$ cat src/rtl/bfu_pkg.sv
package bfu_pkg;

    localparam int WIN_W  = 64;
    localparam int DATA_W = 32;
    localparam int LEN_W  = 8;
    localparam int OFF_W  = 32;
    localparam int SH_W   = $clog2(WIN_W) + 1;
    localparam int IX_W   = $clog2(DATA_W);

    typedef enum logic [2:0] {
        OP_EXTS = 3'd0,
        OP_EXTU = 3'd1,
        OP_INS  = 3'd2,
        OP_CMPS = 3'd3,
        OP_CMPU = 3'd4,
        OP_FFS  = 3'd5,
        OP_FFC  = 3'd6,
        OP_RSVD = 3'd7
    } bf_op_e;

    typedef struct packed {
        logic n;
        logic z;
        logic v;
        logic c;
    } bf_flags_t;

    // Ones in the low len positions; meaningful for len <= DATA_W.
    function automatic logic [DATA_W-1:0] len_mask(input logic [LEN_W-1:0] len);
        logic [DATA_W:0] m;
        m = ({{DATA_W{1'b0}}, 1'b1} << len) - 1'b1;
        return m[DATA_W-1:0];
    endfunction

endpackage

$ cat src/rtl/bfu_extract.sv
module bfu_extract
    import bfu_pkg::*;
#(
    parameter int WW = WIN_W,
    parameter int DW = DATA_W,
    parameter int LW = LEN_W,
    parameter int SW = SH_W
) (
    input  logic [WW-1:0] win,
    input  logic [SW-1:0] sh,
    input  logic [LW-1:0] len,
    input  logic          sign_mode,
    output logic [DW-1:0] field_raw,
    output logic [DW-1:0] field_ext
);
    localparam int IXW = $clog2(DW);

    logic [WW-1:0] shifted;
    logic [DW-1:0] msk;
    logic [LW-1:0] top_pos;
    logic          sign_bit;

    always_comb begin
        shifted   = win >> sh;
        msk       = len_mask(len);
        field_raw = shifted[DW-1:0] & msk;
        top_pos   = len - 1'b1;
        sign_bit  = (len != '0) && field_raw[top_pos[IXW-1:0]];
        field_ext = (sign_mode && sign_bit) ? (field_raw | ~msk) : field_raw;
    end
endmodule

$ cat src/rtl/bfu_search.sv
module bfu_search
    import bfu_pkg::*;
#(
    parameter int DW = DATA_W,
    parameter int LW = LEN_W
) (
    input  logic [DW-1:0]         field_raw,
    input  logic [LW-1:0]         len,
    input  logic                  want_set,
    output logic                  found,
    output logic [$clog2(DW)-1:0] idx
);
    localparam int IXW = $clog2(DW);

    // Descending scan so the lowest matching bit is the last one written.
    always_comb begin
        found = 1'b0;
        idx   = '0;
        for (int i = DW - 1; i >= 0; i--) begin
            if ((i < int'(len)) && (field_raw[i] == want_set)) begin
                found = 1'b1;
                idx   = IXW'(i);
            end
        end
    end
endmodule

$ cat src/rtl/bfu_insert.sv
module bfu_insert
    import bfu_pkg::*;
#(
    parameter int WW = WIN_W,
    parameter int DW = DATA_W,
    parameter int LW = LEN_W,
    parameter int SW = SH_W
) (
    input  logic [WW-1:0] win,
    input  logic [SW-1:0] sh,
    input  logic [LW-1:0] len,
    input  logic [DW-1:0] value,
    output logic [WW-1:0] win_new
);
    logic [DW-1:0] msk;
    logic [WW-1:0] place_mask;
    logic [WW-1:0] place_val;

    always_comb begin
        msk        = len_mask(len);
        place_mask = {{(WW-DW){1'b0}}, msk} << sh;
        place_val  = {{(WW-DW){1'b0}}, value & msk} << sh;
        win_new    = (win & ~place_mask) | place_val;
    end
endmodule

$ cat src/rtl/bfu_unit.sv
module bfu_unit
    import bfu_pkg::*;
#(
    parameter int WW = WIN_W,
    parameter int DW = DATA_W,
    parameter int LW = LEN_W,
    parameter int OW = OFF_W
) (
    input  logic          clk,
    input  logic          rst,
    input  logic          op_valid,
    input  logic [2:0]    op,
    input  logic [WW-1:0] win_in,
    input  logic [OW-1:0] offset,
    input  logic [LW-1:0] len,
    input  logic [DW-1:0] value,
    output logic          res_valid,
    output logic [DW-1:0] result,
    output logic [WW-1:0] win_out,
    output logic [3:0]    flags,
    output logic          fault
);
    localparam int SW  = $clog2(WW) + 1;
    localparam int IXW = $clog2(DW);

    bf_op_e        opc;
    logic [OW:0]   span;
    logic          bad;
    logic [SW-1:0] sh;
    logic          sign_mode;
    logic [DW-1:0] f_raw, f_ext;
    logic          hit;
    logic [IXW-1:0] hit_idx;
    logic [WW-1:0] ins_win;
    logic [DW:0]   diff;

    logic [DW-1:0] nxt_result;
    logic [WW-1:0] nxt_win;
    bf_flags_t     nxt_flags;
    bf_flags_t     flags_q;

    assign opc       = bf_op_e'(op);
    assign span      = {1'b0, offset} + {{(OW+1-LW){1'b0}}, len};
    assign bad       = (len > LW'(DW)) || (span > (OW+1)'(WW)) || (opc == OP_RSVD);
    assign sh        = offset[SW-1:0];
    assign sign_mode = (opc == OP_EXTS) || (opc == OP_CMPS);

    bfu_extract #(.WW(WW), .DW(DW), .LW(LW), .SW(SW)) u_ext (
        .win(win_in), .sh(sh), .len(len), .sign_mode(sign_mode),
        .field_raw(f_raw), .field_ext(f_ext)
    );

    bfu_search #(.DW(DW), .LW(LW)) u_srch (
        .field_raw(f_raw), .len(len), .want_set(opc == OP_FFS),
        .found(hit), .idx(hit_idx)
    );

    bfu_insert #(.WW(WW), .DW(DW), .LW(LW), .SW(SW)) u_ins (
        .win(win_in), .sh(sh), .len(len), .value(value), .win_new(ins_win)
    );

    always_comb begin
        nxt_result = '0;
        nxt_win    = win_in;
        nxt_flags  = flags_q;
        diff       = {1'b0, f_ext} - {1'b0, value};
        if (!bad) begin
            unique case (opc)
                OP_EXTS, OP_EXTU: begin
                    nxt_result  = f_ext;
                    nxt_flags.n = f_ext[DW-1];
                    nxt_flags.z = (f_ext == '0);
                    nxt_flags.v = 1'b0;
                end
                OP_INS: begin
                    nxt_win = ins_win;
                end
                OP_CMPS, OP_CMPU: begin
                    nxt_flags.n = $signed(f_ext) < $signed(value);
                    nxt_flags.z = (f_ext == value);
                    nxt_flags.v = 1'b0;
                    nxt_flags.c = diff[DW];
                end
                OP_FFS, OP_FFC: begin
                    nxt_result  = hit ? DW'(offset + {{(OW-IXW){1'b0}}, hit_idx})
                                      : DW'(offset + {{(OW-LW){1'b0}}, len});
                    nxt_flags.n = 1'b0;
                    nxt_flags.z = !hit;
                    nxt_flags.v = 1'b0;
                end
                default: ;
            endcase
        end
    end

    always_ff @(posedge clk) begin
        if (rst) begin
            res_valid <= 1'b0;
            result    <= '0;
            win_out   <= '0;
            flags_q   <= '0;
            fault     <= 1'b0;
        end else begin
            res_valid <= op_valid;
            if (op_valid) begin
                result  <= nxt_result;
                win_out <= nxt_win;
                flags_q <= nxt_flags;
                fault   <= bad;
            end
        end
    end

    assign flags = flags_q;

    // every request produces a result strobe one cycle later
    p_latency_r1: assert property (@(posedge clk) disable iff (rst)
        op_valid |=> res_valid);

    // no strobe without a request
    p_no_spurious_r1: assert property (@(posedge clk) disable iff (rst)
        !op_valid |=> !res_valid);

    // extracts never leave V set
    p_ext_vclear_r4: assert property (@(posedge clk) disable iff (rst)
        (op_valid && !bad && (opc == OP_EXTS || opc == OP_EXTU)) |=> !flags[1]);

    // insert keeps flags
    p_ins_flags_r5: assert property (@(posedge clk) disable iff (rst)
        (op_valid && opc == OP_INS) |=> $stable(flags));

    // a fault passes the window through and holds flags
    p_fault_pass_r8: assert property (@(posedge clk) disable iff (rst)
        (op_valid && bad) |=> (fault && win_out == $past(win_in) && result == '0 && $stable(flags)));

    // a search that found nothing reports Z
    p_search_z_r7: assert property (@(posedge clk) disable iff (rst)
        (op_valid && !bad && (opc == OP_FFS || opc == OP_FFC) && !hit) |=> flags[2]);

endmodule

$ cat config.mk
export PLATFORM = sky130hd
export DESIGN_NAME = bfu_unit
export DESIGN_NICKNAME = d
export VERILOG_FILES = /design/src/rtl/bfu_pkg.sv /design/src/rtl/bfu_extract.sv /design/src/rtl/bfu_search.sv /design/src/rtl/bfu_insert.sv /design/src/rtl/bfu_unit.sv
export SDC_FILE = /design/constraint.sdc
export NUM_CORES = 1
export LEC_CHECK = 0
export BUFFER_PORTS_ARGS = -buffer_cell sky130_fd_sc_hd__buf_2
export CAP_MARGIN = 5
export CORE_AREA = 3 3 234 236
export CTS_BUF_LIST = sky130_fd_sc_hd__clkbuf_8
export DETAILED_ROUTE_END_ITERATION = 8
export DIE_AREA = 0 0 237 239
export SYNTH_ARGS = -nofsm -noshare
export SYNTH_HDL_FRONTEND = slang
export SYNTH_SLANG_ARGS = --single-unit
$ cat constraint.sdc
create_clock -name clk -period 14.55 [get_ports clk]
set_input_delay 2.91 -clock clk [delete_from_list [all_inputs] [get_ports clk]]
set_output_delay 2.91 -clock clk [all_outputs]
set_load 0.01 [all_outputs]
# Word-level counts from Yosys, hierarchy flattened
# Cells that the tools add are included.
dict set report classes {
  addsub 6
  order_cmp 36
  n_eq_ne 40
  shift 4
  mux 73
  bitwise 8
  n_reduce_logical 47
}
# cell n
set ops {}
lappend ops {{$mux 5} 32}
lappend ops {{$lt 5x8->1 const A} 16}
lappend ops {{$mux 64} 2}
lappend ops {{$shl 32x7->64} 2}
lappend ops {{$mux 32} 3}
lappend ops {{$and 32x32->32} 2}
lappend ops {{$and 64x64->64} 1}
lappend ops {{$lt 4x8->1 const A} 8}
lappend ops {{$not 64->64} 1}
lappend ops {{$or 64x64->64} 1}
lappend ops {{$pmux 32 s2} 1}
lappend ops {{$shr 64x7->32} 1}
lappend ops {{$logic_and 1x1->1} 34}
lappend ops {{$add 32x8->33} 1}
lappend ops {{$gt 33x7->1 const B} 1}
lappend ops {{$mux 1} 33}
lappend ops {{$sub 32x32->33} 1}
lappend ops {{$add 32x5->32} 1}
lappend ops {{$add 32x8->32} 1}
lappend ops {{$eq 1x1->1} 32}
lappend ops {{$eq 32x32->1} 1}
lappend ops {{$logic_not 32->1} 1}
lappend ops {{$lt 3x8->1 const A} 4}
lappend ops {{$lt 32x32->1} 1}
lappend ops {{other kinds (22)} 33}
dict set report word_totals {
  register_bits 102
  in_bits 142
  elab_cells 222
}

# Depth between registers and ports, before layout
dict set report depth {
  ltp_word 41
  depth_mapped 35
  mapped_depth_nobuf 30
}

# By module
# Synthesis repeated with hierarchy kept, for this count alone.
dict set report unflattened {
  cells_unflattened 3373
  area_unflattened_um2 24347.1
}
# module instances cells_per_inst area_each_um2 seq_area_each_um2
set by_module_without_submodules {}
lappend by_module_without_submodules {bfu_insert 1 1303 8196.6 0.0}
lappend by_module_without_submodules {bfu_unit 1 974 7743.7 2021.9}
lappend by_module_without_submodules {bfu_extract 1 832 6744.0 0.0}
lappend by_module_without_submodules {bfu_search 1 264 1662.8 0.0}

# Worst setup path before layout
# No wires, ideal clock.
dict set report synth_timing {
  path_kind {input -> register}
  from {input port len[5]}
  to {register result[22]}
  arrival_ps 9531
  required_ps 14416
  slack_ps 4885
  path_stages 31
  path_buffers 4
  cell_sequence {nor3_1 nand2_1 clkbuf_1 nor2_1 nand2_1 ha_1 clkbuf_1 clkbuf_1 clkbuf_1 a22oi_1 o211ai_1 o211ai_1 mux2i_1 o21ai_0 or4bb_1 nor4_4 nor2_1 a22oi_1 ha_1 inv_1 fa_1 nand3b_1 a21boi_0 o21ai_0 a21boi_0 o21a_1 o21ai_0 or3_1 xnor2_1 a221oi_1 a211oi_1}
}
dict set report synth_between {
  elab_chain_cells 41
  elab_cells_between_ends 181
}
# item line
set synth_lines {}
lappend synth_lines {{start, declared} bfu_unit.sv:15} ;# input logic [LW-1:0] len,
lappend synth_lines {{$shl 1x8->32} bfu_pkg.sv:31} ;# m = ({{DATA_W{1'b0}}, 1'b1} << len) - 1'b1;
lappend synth_lines {{$sub 32x1->32} bfu_pkg.sv:31}
lappend synth_lines {{$and 32x32->32} bfu_extract.sv:26} ;# field_raw = shifted[DW-1:0] & msk;
lappend synth_lines {{$eq 1x1->1} bfu_search.sv:20} ;# if ((i < int'(len)) && (field_raw[i] == want_set)) begin
lappend synth_lines {{$logic_and 1x1->1} bfu_search.sv:20}
lappend synth_lines {{$mux 5 (32 in a row)} bfu_search.sv:20}
lappend synth_lines {{$add 32x5->32} bfu_unit.sv:85} ;# nxt_result = hit ? DW'(offset + {{(OW-IXW){1'b0}}, hit_idx})
lappend synth_lines {{$mux 32} bfu_unit.sv:85}
lappend synth_lines {{$pmux 32 s2} bfu_unit.sv:68} ;# unique case (opc)
lappend synth_lines {{$mux 32 *} bfu_unit.sv:67} ;# if (!bad) begin
lappend synth_lines {{end signal, assigned} bfu_unit.sv:106} ;# result <= nxt_result;
lappend synth_lines {{end, declared} bfu_unit.sv:18} ;# output logic [DW-1:0] result,
# Every way passes the cells marked *; elsewhere a longest branch is shown, timed or not. The select of a mux whose other input is x is not followed.
# A chain may end at the register's enable or synchronous reset.

# Final worst setup path
dict set report layout_timing {
  from {input port len[3]}
  to {register result[22]}
}
# Same word-level chain as after synthesis.

==> run_results.csv <==
group,metric,value,unit
clock_tree,cts_buffers,9,
routing,drc,0,
routing,wl,135000,um
grt,grt_overflow_total,0,
routing,firstDrtPassIters,7,
setup_path,rr_worst_depth,5,
yosys,avgSynthCellArea,7.75,um2
final_layout,n_fill_cell,5485,
timing,maxSlewHeadroom,3.40,%
place,routabilityCongestion,1.14,
routing,wl_per_cell,39.1,um
setup_path,r2r_end,"result[30]",
power,peakVddDrop,0.0465,mV
yosys,yosys.cell_types.count,109,
timing,max_clock_freq,88.3,MHz
routing,dr.first_iter.drc_count,4551,
grt,antenna_found_initial,6,
timing,hold_viol_final,0,
yosys,yosysWarnings,0,
setup_path,r2r_start,"result[30]",
timing,worstMarginPinSlew,1.43,ns
timing,grt_setup_unrepaired,"no",
setup_path,regToRegSetupSlack,13.44,ns
grt,first_global_vias,24300,
routing,num_vias,26700,
final_layout,drive_gt1_share,21.7,%
setup_path,worst-setup-path-type,"in2reg",
clock_tree,clockBufferDepth,2,
routing,viasPerCell,7.71,
final_layout,nets,2954,
timing,hold_ws,0.474,ns
min_path,hold_start,"win_out[52]",
setup_path,arrival,11.64,ns
floorplan,dieArea,0.0566,mm2
clock_tree,clock_sinks,101,
clock_tree,cts_resized,0,
final_layout,ff_latch_area,0.00202,mm2
yosys,synth.area.top_cells,"mux4_2, dfxtp_1, mux2i_1",
final_layout,multi_input_area,0.0175,mm2
yosys,synth_seq_area_share,9.64,%
power,power.density,59.2,mW/mm2
timing,slew_violations,0,
timing,fin_skew,0,ns
timing,setup_slack,3.23,ns
grt,grt_pass1_wl,188000,um
clock_tree,h-tree-depth,3,
clock_tree,cts_setup_buffers,0,
yosys,synth-main-ff-cell,"dfxtp_1",
setup_path,endpoint,"result[22]",
grt,grt_use_total,45.5,%
setup_path,worst_path_largest_cell_delay,0.70,ns
timing,setup_violations,0,
yosys,yosysTopAreaCell,"mux4_2",
yosys,synth_top_family_by_area,"compound AO/OA/AOI/OAI gates",
yosys,yosys-mux-area-fraction,25.5,%
power,leakagePower,0.00870,uW
timing,fin_crit,11.32,ns
yosys,synth_compound_area_share,31.6,%
setup_path,startpoint,"len[3]",
place,dp_slack,2.90,ns
clock_tree,postCtsHoldBufs,0,
yosys,synth-edff-count,0,
clock_tree,path_clk_slew,0.12,ns
routing,antenna_left,0,
clock_tree,cts-root-buf,"clkbuf_8",
yosys,synth.top_cell.area_share,14.1,%
yosys,synthesis.instances,2708,
floorplan,die_h,239,um
setup_path,crit_path_end_kind,"register",
place,place.port_buffers,242,
timing,tns,0,ns
grt,grt_max_degree,125,
min_path,hp-class,"reg2reg",
status,status,"complete, no violations",
floorplan,core_area,0.0527,mm2
place,hpwl,104000,um
final_layout,syn2layout_area_growth,7.69,%
yosys,ys_ff_latch,101,
clock_tree,cts_tree,"yes",
yosys,synthAdderAreaFrac,3.29,%
floorplan,die_w,237,um
yosys,syn-num-nets,2904,
floorplan,rows,84,
clock_tree,clock_latency,0.45,ns
job,maxCapViolCount,0,
setup_path,cp-start-kind,"primary input",
timing,post-route-period-util,77.8,%
setup_path,path_max_fanout,38,
yosys,synth_area,0.0210,mm2
floorplan,pin_count,244,
setup_path,cp_slowest_cell,"o211ai_1",
floorplan,start_util,39.8,%
yosys,synthSimpleGateAreaFrac,21.0,%
setup_path,required,14.86,ns
yosys,async_flop_share,0,%
yosys,synthXorXnorAreaFrac,1.67,%
setup_path,crit_top_cell,"o21ai_0",
## cell usage in the layout, fill, tap and decap left out, types with 47 or more instances in the layout
master | netlist | final
mux4_2 | 131 | 131
buf_2 | 42 | 237
o21ai_0 | 154 | 152
buf_4 | 5 | 68
mux2i_1 | 130 | 130
nand3_1 | 73 | 72
mux2_2 | 57 | 57
dfxtp_1 | 101 | 101
a31oi_1 | 48 | 48
a22oi_1 | 47 | 47
a21oi_1 | 133 | 133
inv_1 | 62 | 60
a21o_1 | 50 | 50
ha_1 | 52 | 52
nor3_1 | 61 | 60
nand2_1 | 231 | 231
o31ai_1 | 61 | 61
nor2_1 | 278 | 276
## cell usage after synthesis, drive strengths merged, types with 9 or more instances
library cell	instances
o21a	24
a21oi	133
o32ai	10
o31a	13
a211o	9
a31oi	48
o21ai	162
nor4	31
o2bb2ai	18
a2111oi	9
nor3b	10
nand2b	23
a21o	50
clkbuf	176
and2	36
nor2b	27
o31ai	63
nand2	233
mux4	148
dfxtp	101
o2111ai	12
nor3	64
a21boi	14
or2	19
inv	64
a311oi	35
or4	10
a32oi	20
a211oi	40
mux2i	130
a22o	28
nor2	280
a221oi	17
mux2	58
nand3	74
o211ai	34
o41ai	10
nand4	26
ha	52
and3	22
buf	92
or3	21
xnor2	32
o22ai	42
a22oi	48
## logic make-up (layout without fill, tap and decap cells)
family	after synthesis	after routing
simple gates	911	911
other cells	1	8
fa+ha+maj	54	54
buf+inv	337	392
flops	101	101
mux	336	336
compound gates	928	928
xor+xnor	40	40
## worst max-delay path: cells and delay by family
family                     cells  cell delay (ns)
xor gates and xnor gates       1             0.13
buffers and inverters          5             0.89
AOI/OAI and AO/OA             12             3.11
and+or+nand+nor                8             3.21
adders and majority gates      3             1.05
muxes                          1             0.30
## worst min path at each step
stage	end	slack, ns	cells after the start
2_1_floorplan	win_out[62]	0.48	2
3_3_place_gp	win_out[52]	0.45	2
3_5_place_dp	win_out[52]	0.45	2
4_1_cts	win_out[52]	0.48	2
5_1_grt	win_out[24]	0.51	2
6_report	win_out[52]	0.47	2
## through the flow
step | instances | cell area, um2 | util, % | power, uW
2_1_floorplan | 2708 | 21000 | - | 788
3_3_place_gp | 3433 | 22400 | 42.5 | 1100
3_5_place_dp | 3434 | 22400 | 42.5 | 1100
4_1_cts | 3450 | 22600 | 42.9 | 1290
5_1_grt | 3453 | 22600 | 42.9 | 1370
6_report | 3458 | 22600 | 42.9 | 1340
## metal layers
layer	vias up	global-route usage [%]	wire [um]
li1	10700	-	-
met1	12800	56.2	48800
met2	2534	68.3	56400
met3	599	13.2	17800
met4	4	31.6	12000
met5	-	0	21
## power breakdown
group	leakage, uW	total, uW	switching [uW]	internal, uW
logic	0.00777	843	570	273
clock network	0.0000958	198	132	66.1
registers	0.000831	297	8.22	289
## layout make-up
type	count	share of cell area, %
Antenna cell	7	0.0775
Sequential cell	101	8.95
Tap cell	688	3.81
Multi-Input combinational cell	2270	77.5
Clock buffer	9	0.548
Inverter	69	1.16
Clock inverter	7	0.316
Timing Repair Buffer	307	7.66
## registers in the layout, indices dropped and copies added, names as in the netlist
register,flops
fault,1
res_valid,1
result,32
flags,3
win_out,64
No activity file was read; power rests on OpenSTA's default activity.
